`src/rtl/park_pkg.sv`:
```
package park_pkg;
    typedef enum logic [1:0] {
        DB_HIGH = 2'd0,
        DB_FALL = 2'd1,
        DB_LOW  = 2'd2,
        DB_RISE = 2'd3
    } deb_state_t;

    typedef enum logic [1:0] {
        LOT_EMPTY   = 2'd0,
        LOT_PARTIAL = 2'd1,
        LOT_FULL    = 2'd2
    } lot_state_t;
endpackage

```
`src/rtl/park_sync.sv`:
```
module park_sync #(
    parameter bit RESET_VAL = 1'b1
) (
    input  logic clk,
    input  logic rst,
    input  logic d,
    output logic q
);
    logic stage1;

    always_ff @(posedge clk) begin
        if (rst) begin
            stage1 <= RESET_VAL;
            q      <= RESET_VAL;
        end else begin
            stage1 <= d;
            q      <= stage1;
        end
    end
endmodule

```
`src/rtl/park_debounce.sv`:
```
module park_debounce
    import park_pkg::*;
#(
    parameter int STABLE_CYCLES = 16
) (
    input  logic clk,
    input  logic rst,
    input  logic raw,
    output logic release_evt
);
    localparam int CW = $clog2(STABLE_CYCLES + 1);
    localparam logic [CW-1:0] LAST = CW'(STABLE_CYCLES - 1);

    deb_state_t state, state_d;
    logic [CW-1:0] run, run_d;
    logic evt_d;

    always_ff @(posedge clk) begin
        if (rst) begin
            state       <= DB_HIGH;
            run         <= '0;
            release_evt <= 1'b0;
        end else begin
            state       <= state_d;
            run         <= run_d;
            release_evt <= evt_d;
        end
    end

    always_comb begin
        state_d = state;
        run_d   = run;
        evt_d   = 1'b0;
        unique case (state)
            DB_HIGH: if (!raw) begin
                state_d = DB_FALL;
                run_d   = CW'(1);
            end
            DB_FALL: begin
                if (raw) begin
                    state_d = DB_HIGH;
                    run_d   = '0;
                end else if (run == LAST) begin
                    state_d = DB_LOW;
                    run_d   = '0;
                end else begin
                    run_d = run + CW'(1);
                end
            end
            DB_LOW: if (raw) begin
                state_d = DB_RISE;
                run_d   = CW'(1);
            end
            DB_RISE: begin
                if (!raw) begin
                    state_d = DB_LOW;
                    run_d   = '0;
                end else if (run == LAST) begin
                    state_d = DB_HIGH;
                    run_d   = '0;
                    evt_d   = 1'b1;
                end else begin
                    run_d = run + CW'(1);
                end
            end
            default: begin
                state_d = DB_HIGH;
                run_d   = '0;
            end
        endcase
    end

    // a release event lasts a single cycle
    assert_single_pulse_R7: assert property (@(posedge clk) disable iff (rst)
        release_evt |=> !release_evt);
    // an event is only emitted after the line has settled back to its idle level
    assert_settled_high_R7: assert property (@(posedge clk) disable iff (rst)
        release_evt |-> state == DB_HIGH);
endmodule

```
`src/rtl/park_tally.sv`:
```
module park_tally
    import park_pkg::*;
#(
    parameter int DIGIT_W = 4
) (
    input  logic               clk,
    input  logic               rst,
    input  logic               clr,
    input  logic               up_evt,
    input  logic               dn_evt,
    output logic [DIGIT_W-1:0] count,
    output logic               full,
    output logic               empty
);
    localparam logic [DIGIT_W-1:0] CAP    = DIGIT_W'(1) << (DIGIT_W - 1);
    localparam logic [DIGIT_W-1:0] ONE    = DIGIT_W'(1);
    localparam logic [DIGIT_W-1:0] NEAR   = CAP - ONE;

    lot_state_t state, state_d;
    logic [DIGIT_W-1:0] count_d;
    logic up_ok, dn_ok;

    always_comb begin
        up_ok = up_evt && !dn_evt && (state != LOT_FULL);
        dn_ok = dn_evt && !up_evt && (state != LOT_EMPTY);
    end

    always_ff @(posedge clk) begin
        if (rst) begin
            state <= LOT_EMPTY;
            count <= '0;
        end else begin
            state <= state_d;
            count <= count_d;
        end
    end

    always_comb begin
        state_d = state;
        count_d = count;
        if (clr) begin
            state_d = LOT_EMPTY;
            count_d = '0;
        end else begin
            if (up_ok) count_d = count + ONE;
            if (dn_ok) count_d = count - ONE;
            unique case (state)
                LOT_EMPTY:   if (up_ok) state_d = LOT_PARTIAL;
                LOT_PARTIAL: begin
                    if (dn_ok && count == ONE)  state_d = LOT_EMPTY;
                    if (up_ok && count == NEAR) state_d = LOT_FULL;
                end
                LOT_FULL:    if (dn_ok) state_d = LOT_PARTIAL;
                default:     state_d = LOT_EMPTY;
            endcase
        end
    end

    always_comb begin
        full  = (state == LOT_FULL);
        empty = (state == LOT_EMPTY);
    end

    assert_cap_R11: assert property (@(posedge clk) disable iff (rst)
        count <= CAP);
    assert_flags_R9: assert property (@(posedge clk) disable iff (rst)
        (full == (count == CAP)) && (empty == (count == '0)));
    assert_no_wrap_R4: assert property (@(posedge clk) disable iff (rst)
        (count == '0 && dn_evt && !up_evt && !clr) |=> count == '0);
    assert_hold_full_R5: assert property (@(posedge clk) disable iff (rst)
        (count == CAP && up_evt && !dn_evt && !clr) |=> count == CAP);
    assert_step_up_R2: assert property (@(posedge clk) disable iff (rst)
        (count < CAP && up_evt && !dn_evt && !clr) |=> count == $past(count) + ONE);
    assert_cancel_R8: assert property (@(posedge clk) disable iff (rst)
        (up_evt && dn_evt && !clr) |=> $stable(count));
    assert_clear_R10: assert property (@(posedge clk) disable iff (rst)
        clr |=> count == '0);
endmodule

```
`src/rtl/park_occupancy.sv`:
```
module park_occupancy #(
    parameter int STABLE_CYCLES = 16,
    parameter int DIGIT_W       = 4
) (
    input  logic               clk,
    input  logic               rst,
    input  logic               enter_n,
    input  logic               leave_n,
    input  logic               clear_n,
    output logic [DIGIT_W-1:0] occ_count,
    output logic               lot_full,
    output logic               lot_empty
);
    localparam int NCH = 2;

    logic [NCH-1:0] raw_lines;
    logic [NCH-1:0] synced;
    logic [NCH-1:0] evt;
    logic           clr_sync;

    assign raw_lines = {leave_n, enter_n};

    for (genvar ch = 0; ch < NCH; ch++) begin : g_chan
        park_sync #(.RESET_VAL(1'b1)) u_sync (
            .clk (clk),
            .rst (rst),
            .d   (raw_lines[ch]),
            .q   (synced[ch])
        );
        park_debounce #(.STABLE_CYCLES(STABLE_CYCLES)) u_deb (
            .clk         (clk),
            .rst         (rst),
            .raw         (synced[ch]),
            .release_evt (evt[ch])
        );
    end

    park_sync #(.RESET_VAL(1'b1)) u_clr_sync (
        .clk (clk),
        .rst (rst),
        .d   (clear_n),
        .q   (clr_sync)
    );

    park_tally #(.DIGIT_W(DIGIT_W)) u_tally (
        .clk    (clk),
        .rst    (rst),
        .clr    (!clr_sync),
        .up_evt (evt[0]),
        .dn_evt (evt[1]),
        .count  (occ_count),
        .full   (lot_full),
        .empty  (lot_empty)
    );
endmodule

```
`config.mk`:
```
export PLATFORM = sky130hd
export DESIGN_NAME = park_occupancy
export DESIGN_NICKNAME = d
export VERILOG_FILES = /design/src/rtl/park_pkg.sv /design/src/rtl/park_sync.sv /design/src/rtl/park_debounce.sv /design/src/rtl/park_tally.sv /design/src/rtl/park_occupancy.sv
export SDC_FILE = /design/constraint.sdc
export NUM_CORES = 1
export LEC_CHECK = 0
export BUFFER_PORTS_ARGS = -buffer_cell sky130_fd_sc_hd__buf_2
export CAP_MARGIN = 20
export CORE_MARGIN = 2
export CORE_UTILIZATION = 46
export DETAILED_ROUTE_END_ITERATION = 8
export PLACE_DENSITY = 0.64
export SLEW_MARGIN = 20
export SYNTH_ARGS = -nofsm -noshare
export SYNTH_HDL_FRONTEND = slang
export SYNTH_SLANG_ARGS = --single-unit
```
`constraint.sdc`:
```
create_clock -name clk -period 1.8 [get_ports clk]
set_input_delay 0.27 -clock clk [delete_from_list [all_inputs] [get_ports clk]]
set_output_delay 0.27 -clock clk [all_outputs]
set_load 0.02 [all_outputs]
```
# Word level (Yosys, flattened, before mapping)
# Cells that the tools add are included.
# op_classes
addsub	4
eq_ne	24
n_mux	35
bitwise_logic	5
n_reduce_logical	21
# ops
cell	n
2-to-1 mux 5 bit	10
one-hot mux 5 bit (4 select lines)	2
2-to-1 mux 2 bit	16
one-hot mux 2 bit (4 select lines)	2
!= test 3 x 2 -> 1 bit, second input constant	4
adder 5 x 1 -> 5 bit, second input constant	2
equality test 2 bit, second input constant	5
equality test 5 x 4 -> 1 bit, second input constant	2
!= test 2 bit, second input constant	5
2-to-1 mux 4 bit	2
AND reduction 4 bit	2
equality test 2 x 1 -> 1 bit, second input constant	3
logical AND 1 bit	6
logical NOT 2 bit	3
one-hot mux 2 bit (3 select lines)	1
OR reduction 3 bit	2
inverter 1 bit	5
adder 4 x 1 -> 4 bit, second input constant	1
equality test 4 x 1 -> 1 bit, second input constant	1
equality test 4 x 3 -> 1 bit, second input constant	1
!= test 2 x 1 -> 1 bit, second input constant	2
AND reduction 2 bit	2
nonzero test 2 bit	2
subtractor 4 x 1 -> 4 bit, second input constant	1
other kinds (5)	7
# totals
reg_bits	28
input_bits	5
output_inout_bits	6
wordCells	103

# Longest topological paths before layout
# logic_depth
ltp_word	7
ltp_mapped	5
depth_no_buf	5

# By module
# A second synthesis with hierarchy kept.
# unflattened
hier_cells	147
hier_area_um2	1372.6
# modules_own_cells
module	n_inst	cells_each	area_each_um2	seq_area_each_um2
park_debounce	2	42	390.4	160.2
park_tally	1	50	430.4	120.1
park_sync	3	4	52.6	40.0
park_occupancy	1	1	3.8	0.0

# Worst setup path before layout
# Ideal clock, no wire load.
# synth_path
kind	reg2reg
start	register u_tally.count[0]
end	register u_tally.count[1]
setup_time_ns	0.095
arrival_ns	1.412
t_required_ns	1.705
slack_ns	0.293
path_stages_with_launch	6
path_buffers	0
period_less_slack_ns	1.507
path_cell_list	dfxtp_1 > inv_1 > ha_1 > nor3_1 > o22ai_1 > a221oi_1
# synth_between
elab_chain_len	3
word_cells_on_any_way	4
cone_classes	add/sub: 2; mux: 2
# synth_lines
element	line	rtl
from (decl)	park_tally.sv:11	output logic [DIGIT_W-1:0] count,
from (signal assigned)	park_tally.sv:34	count <= count_d;
adder 4 x 1 -> 4 bit	park_tally.sv:45	if (up_ok) count_d = count + ONE;
2-to-1 mux 4 bit	park_tally.sv:45	
2-to-1 mux 4 bit *	park_tally.sv:46	if (dn_ok) count_d = count - ONE;
# Mark *: on every way between the ends. The rest lies on a longest branch, timed or not. The select of a mux whose other input is x is not followed.
# A chain may end at the register's enable or synchronous reset.

# Worst setup path after layout
# layout_path
start	register u_tally.state[1]
end	output lot_full
# layout_between
elab_chain_len	1
# layout_lines
element	line	rtl
from (decl)	park_tally.sv:19	lot_state_t state, state_d;
from (signal assigned)	park_tally.sv:33	state <= state_d;
equality test 2 bit	park_tally.sv:60	full = (state == LOT_FULL);
to (decl)	park_occupancy.sv:11	output logic lot_full,
# No other way between the ends.

==> metrics.yaml <==
sta:
  max-slew-margin-rel_pct: 71.61
  max_slew_violation_count: 0
  period_minus_slack_ps: 1609
  final_critical_path_setup_slack_ps: 191.5
  worst_setup_skew_after_layout_ps: 0.8507
  final.period_utilization_pct: 89.36
  rsz0062_at_grt: "no"
  worst_hold_slack_ps: 120.9
  final_hold_viol_count: 0
  timing.setup.tns_ps: 0
  worstMarginPinSlew_ps: 424.2
  maximum_clock_frequency_ghz: 0.6217
  report.final.setup_viol: 0
finish:
  mostFrequentLayoutCell: "sky130_fd_sc_hd__dfxtp_1"
  antenna-diode-count: 0
  layout.cells.most_common_list: "sky130_fd_sc_hd__dfxtp_1, sky130_fd_sc_hd__nor2_1, sky130_fd_sc_hd__nor3_1"
  areaGrowthSynthToFinish_pct: 8.036
  finish.net_count: 160
  drive_gt1_share_pct: 16.11
clock_network:
  h_tree_depth: 1
  cts_tree: "yes"
  cts-resized-gates: 0
  clock_pin_slew_worst_setup_and_hold_paths_ps: 140
  holdBufCountCts: 0
  postCtsSetupBuffers: 0
  cts_made_buffers: 3
  clock_sink_count: 28
  ctsRootBufferMaster: "sky130_fd_sc_hd__clkbuf_4"
  clock_path_buffers: 2
  insertion_delay_of_the_later_clocked_pin_in_the_worst_skew_pair_ps: 310
routing:
  detail_route.iter0.violations: 20
  remaining_drc_errors: 0
  routed_wirelength_um: 2066
  routedWlPerCell_um: 11.54
  dr_total_vias: 994
  antenna_violating_nets_post_route: 0
  route.detailed.vias_per_inst: 5.553
  drt-pass1-iter-count: 4
placement:
  place_congestion: 0.7839
  detailed_place_hpwl_um: 1530
  dp_slack_ps: 300.1
  place.port_buffers: 10
setup_path:
  critical_path.top_delay_family: "flip-flops"
  path_class: "flip-flop to output port"
  timing.critical_path.slowest_cell_delay_ps: 410
  worst-endpoint-arrival_ps: 1340
  path_buf_inv: 1
  critical_path_fanout_max: 6
  critPathLaunchType: "flip-flop"
  cp_data_required_time_ps: 1530
  critical_path.endpoint_type: "output port"
  crit_path_cell_trace: "nor2b_2 -> buf_2"
  crit_path_top_delay_cell: "sky130_fd_sc_hd__dfxtp_1"
global_routing:
  gr-usage-all-layers_pct: 14.26
  pin_count_of_the_biggest_net_entering_global_routing: 25
  first_pass_grt_wire_length_um: 3705
  grt_antenna_before_repair: 0
  globalRoute.totalOverflow: 0
  grt_pass1_vias: 847
yosys:
  synth_cell_types: 39
  netlist_instances: 139
  part_of_the_yosys_area_used_for_sequential_elements_pct: 44.44
  postSynthAreaPerCell_um2: 9.073
  synth_area_mm2: 0.001261
  yosysWarningCount: 0
  number_of_nets_produced_by_synthesis: 149
  ys_seq_elements: 28
die:
  placement_rows: 18
  start_util_pct: 49.56
  coreArea_mm2: 0.002545
  die_height_um: 56.36
  fp.dieArea_mm2: 0.003176
  fp.dieW_um: 56.36
  io_pins: 11
run:
  drv.max_cap_violation_count: 0
run_status:
  run_status: "completed"
pwr:
  power_density_of_the_placed_cells_mw_per_mm2: 713.9
  power.ir.vdd_worst_mv: 0.4981
  total_leakage_power_nw: 0.5007
min_path:
  hold_path.class: "primary input to flip-flop"
-- logic make-up after synthesis --
group / count (synthesis) / synth area share, %
AOI/OAI and AO/OA: 25 / 13.59
muxes: 1 / 0.7937
adders and majority gates: 5 / 4.960
and+or+nand+nor: 68 / 30.46
xor gates and xnor gates: 4 / 2.778
DFF: 28 / 44.44
buffers and inverters: 8 / 2.976
-- sequential cells by signal, summed over array words and instances (netlist names), named ones only --
register                  flops
g_chan.u_sync.stage1          2
g_chan.u_sync.q               2
g_chan.u_deb.release_evt      2
u_clr_sync.stage1             1
u_tally.count                 4
u_tally.state                 2
g_chan.u_deb.state            2
g_chan.u_deb.run             10
u_clr_sync.q                  1
-- where the power goes --
group | switching (mW) | internal (mW) | total (mW) | leakage, nW
clock | 0.177 | 0.124 | 0.300 | 0.0210
sequential | 0.00692 | 0.630 | 0.637 | 0.227
combinational | 0.0207 | 0.0151 | 0.0359 | 0.252
total | 0.204 | 0.769 | 0.973 | 0.501
-- per-layer routing --
| layer | vias to the layer above | part of all wire [%] | GRT usage (%) |
|---|---|---|---|
| met1 | 458 | 48 | 19.80 |
| met2 | 21 | 48 | 23.03 |
| met5 | - | 0 | 0 |
| met3 | 2 | 3.6 | 2.074 |
| li1 | 513 | - | - |
| met4 | 0 | 0.48 | 4.082 |
-- final timing paths --
path | start | end | slack (ps) | cells after the start
worst max-delay path | u_tally.state[1] | lot_full | 190 | 2
worst min-delay path | enter_n | g_chan[0].u_sync.stage1 | 120 | 2
worst max register to register | g_chan[0].u_deb.run[0] | flip-flop | 290 | 5
worst min register to register | g_chan[0].u_sync.stage1 | g_chan[0].u_sync.q | 430 | 1
-- stage by stage --
stage | util [%] | std cells | instance area, µm² | power (mW)
2_1_floorplan | - | 139 | 1261 | 0.6757
3_3_place_gp | 52.11 | 175 | 1326 | 0.6860
3_5_place_dp | 52.11 | 175 | 1326 | 0.6872
4_1_cts | 53.54 | 179 | 1363 | 0.9891
5_1_grt | 53.54 | 179 | 1363 | 1.019
6_report | 53.54 | 179 | 1363 | 0.9728
-- Yosys cell counts --
| cell type | count | area (µm²) |
|---|---|---|
| sky130_fd_sc_hd__a211oi_1 | 2 | 15.01 |
| sky130_fd_sc_hd__a21oi_1 | 8 | 40.04 |
| sky130_fd_sc_hd__a221oi_1 | 1 | 8.760 |
| sky130_fd_sc_hd__a22oi_1 | 1 | 7.510 |
| sky130_fd_sc_hd__a311oi_1 | 1 | 8.760 |
| sky130_fd_sc_hd__a32o_1 | 1 | 10.01 |
| sky130_fd_sc_hd__a32oi_1 | 1 | 8.760 |
| sky130_fd_sc_hd__and2_1 | 3 | 18.77 |
| sky130_fd_sc_hd__and2b_1 | 1 | 7.510 |
| sky130_fd_sc_hd__and3_1 | 1 | 6.260 |
| sky130_fd_sc_hd__and4b_1 | 1 | 10.01 |
| sky130_fd_sc_hd__buf_6 | 1 | 11.26 |
| sky130_fd_sc_hd__clkbuf_1 | 3 | 11.26 |
| sky130_fd_sc_hd__dfxtp_1 | 28 | 560.5 |
| sky130_fd_sc_hd__ha_1 | 5 | 62.56 |
| sky130_fd_sc_hd__inv_1 | 4 | 15.01 |
| sky130_fd_sc_hd__mux2i_1 | 1 | 10.01 |
| sky130_fd_sc_hd__nand2_1 | 7 | 26.28 |
| sky130_fd_sc_hd__nand2b_1 | 2 | 12.51 |
| sky130_fd_sc_hd__nand2b_2 | 1 | 8.760 |
| sky130_fd_sc_hd__nand3_1 | 5 | 25.02 |
| sky130_fd_sc_hd__nand3b_1 | 4 | 30.03 |
| sky130_fd_sc_hd__nor2_1 | 14 | 52.55 |
| sky130_fd_sc_hd__nor2_2 | 1 | 6.260 |
| sky130_fd_sc_hd__nor2b_1 | 2 | 12.51 |
| sky130_fd_sc_hd__nor2b_2 | 1 | 8.760 |
| sky130_fd_sc_hd__nor3_1 | 12 | 60.06 |
| sky130_fd_sc_hd__nor3b_1 | 4 | 30.03 |
| sky130_fd_sc_hd__nor3b_4 | 1 | 18.77 |
| sky130_fd_sc_hd__o21a_1 | 3 | 22.52 |
| sky130_fd_sc_hd__o21ai_0 | 3 | 15.01 |
| sky130_fd_sc_hd__o221ai_1 | 1 | 8.760 |
| sky130_fd_sc_hd__o22ai_1 | 1 | 6.260 |
| sky130_fd_sc_hd__o31a_1 | 1 | 8.760 |
| sky130_fd_sc_hd__o41a_1 | 1 | 11.26 |
| sky130_fd_sc_hd__or2_2 | 6 | 37.54 |
| sky130_fd_sc_hd__or3_1 | 2 | 12.51 |
| sky130_fd_sc_hd__xnor2_1 | 1 | 8.760 |
| sky130_fd_sc_hd__xor2_1 | 3 | 26.28 |
-- area by class of cell --
cell class | instances | area, µm²
flip-flops and latches | 28 | 560.5
well taps | 30 | 37.54
repair buffers | 10 | 50.05
multi-input cells | 103 | 663.1
clock buffers | 4 | 36.28
fillers | 249 | 1182
inverters | 4 | 15.01
(Power assumes the default switching activity.)
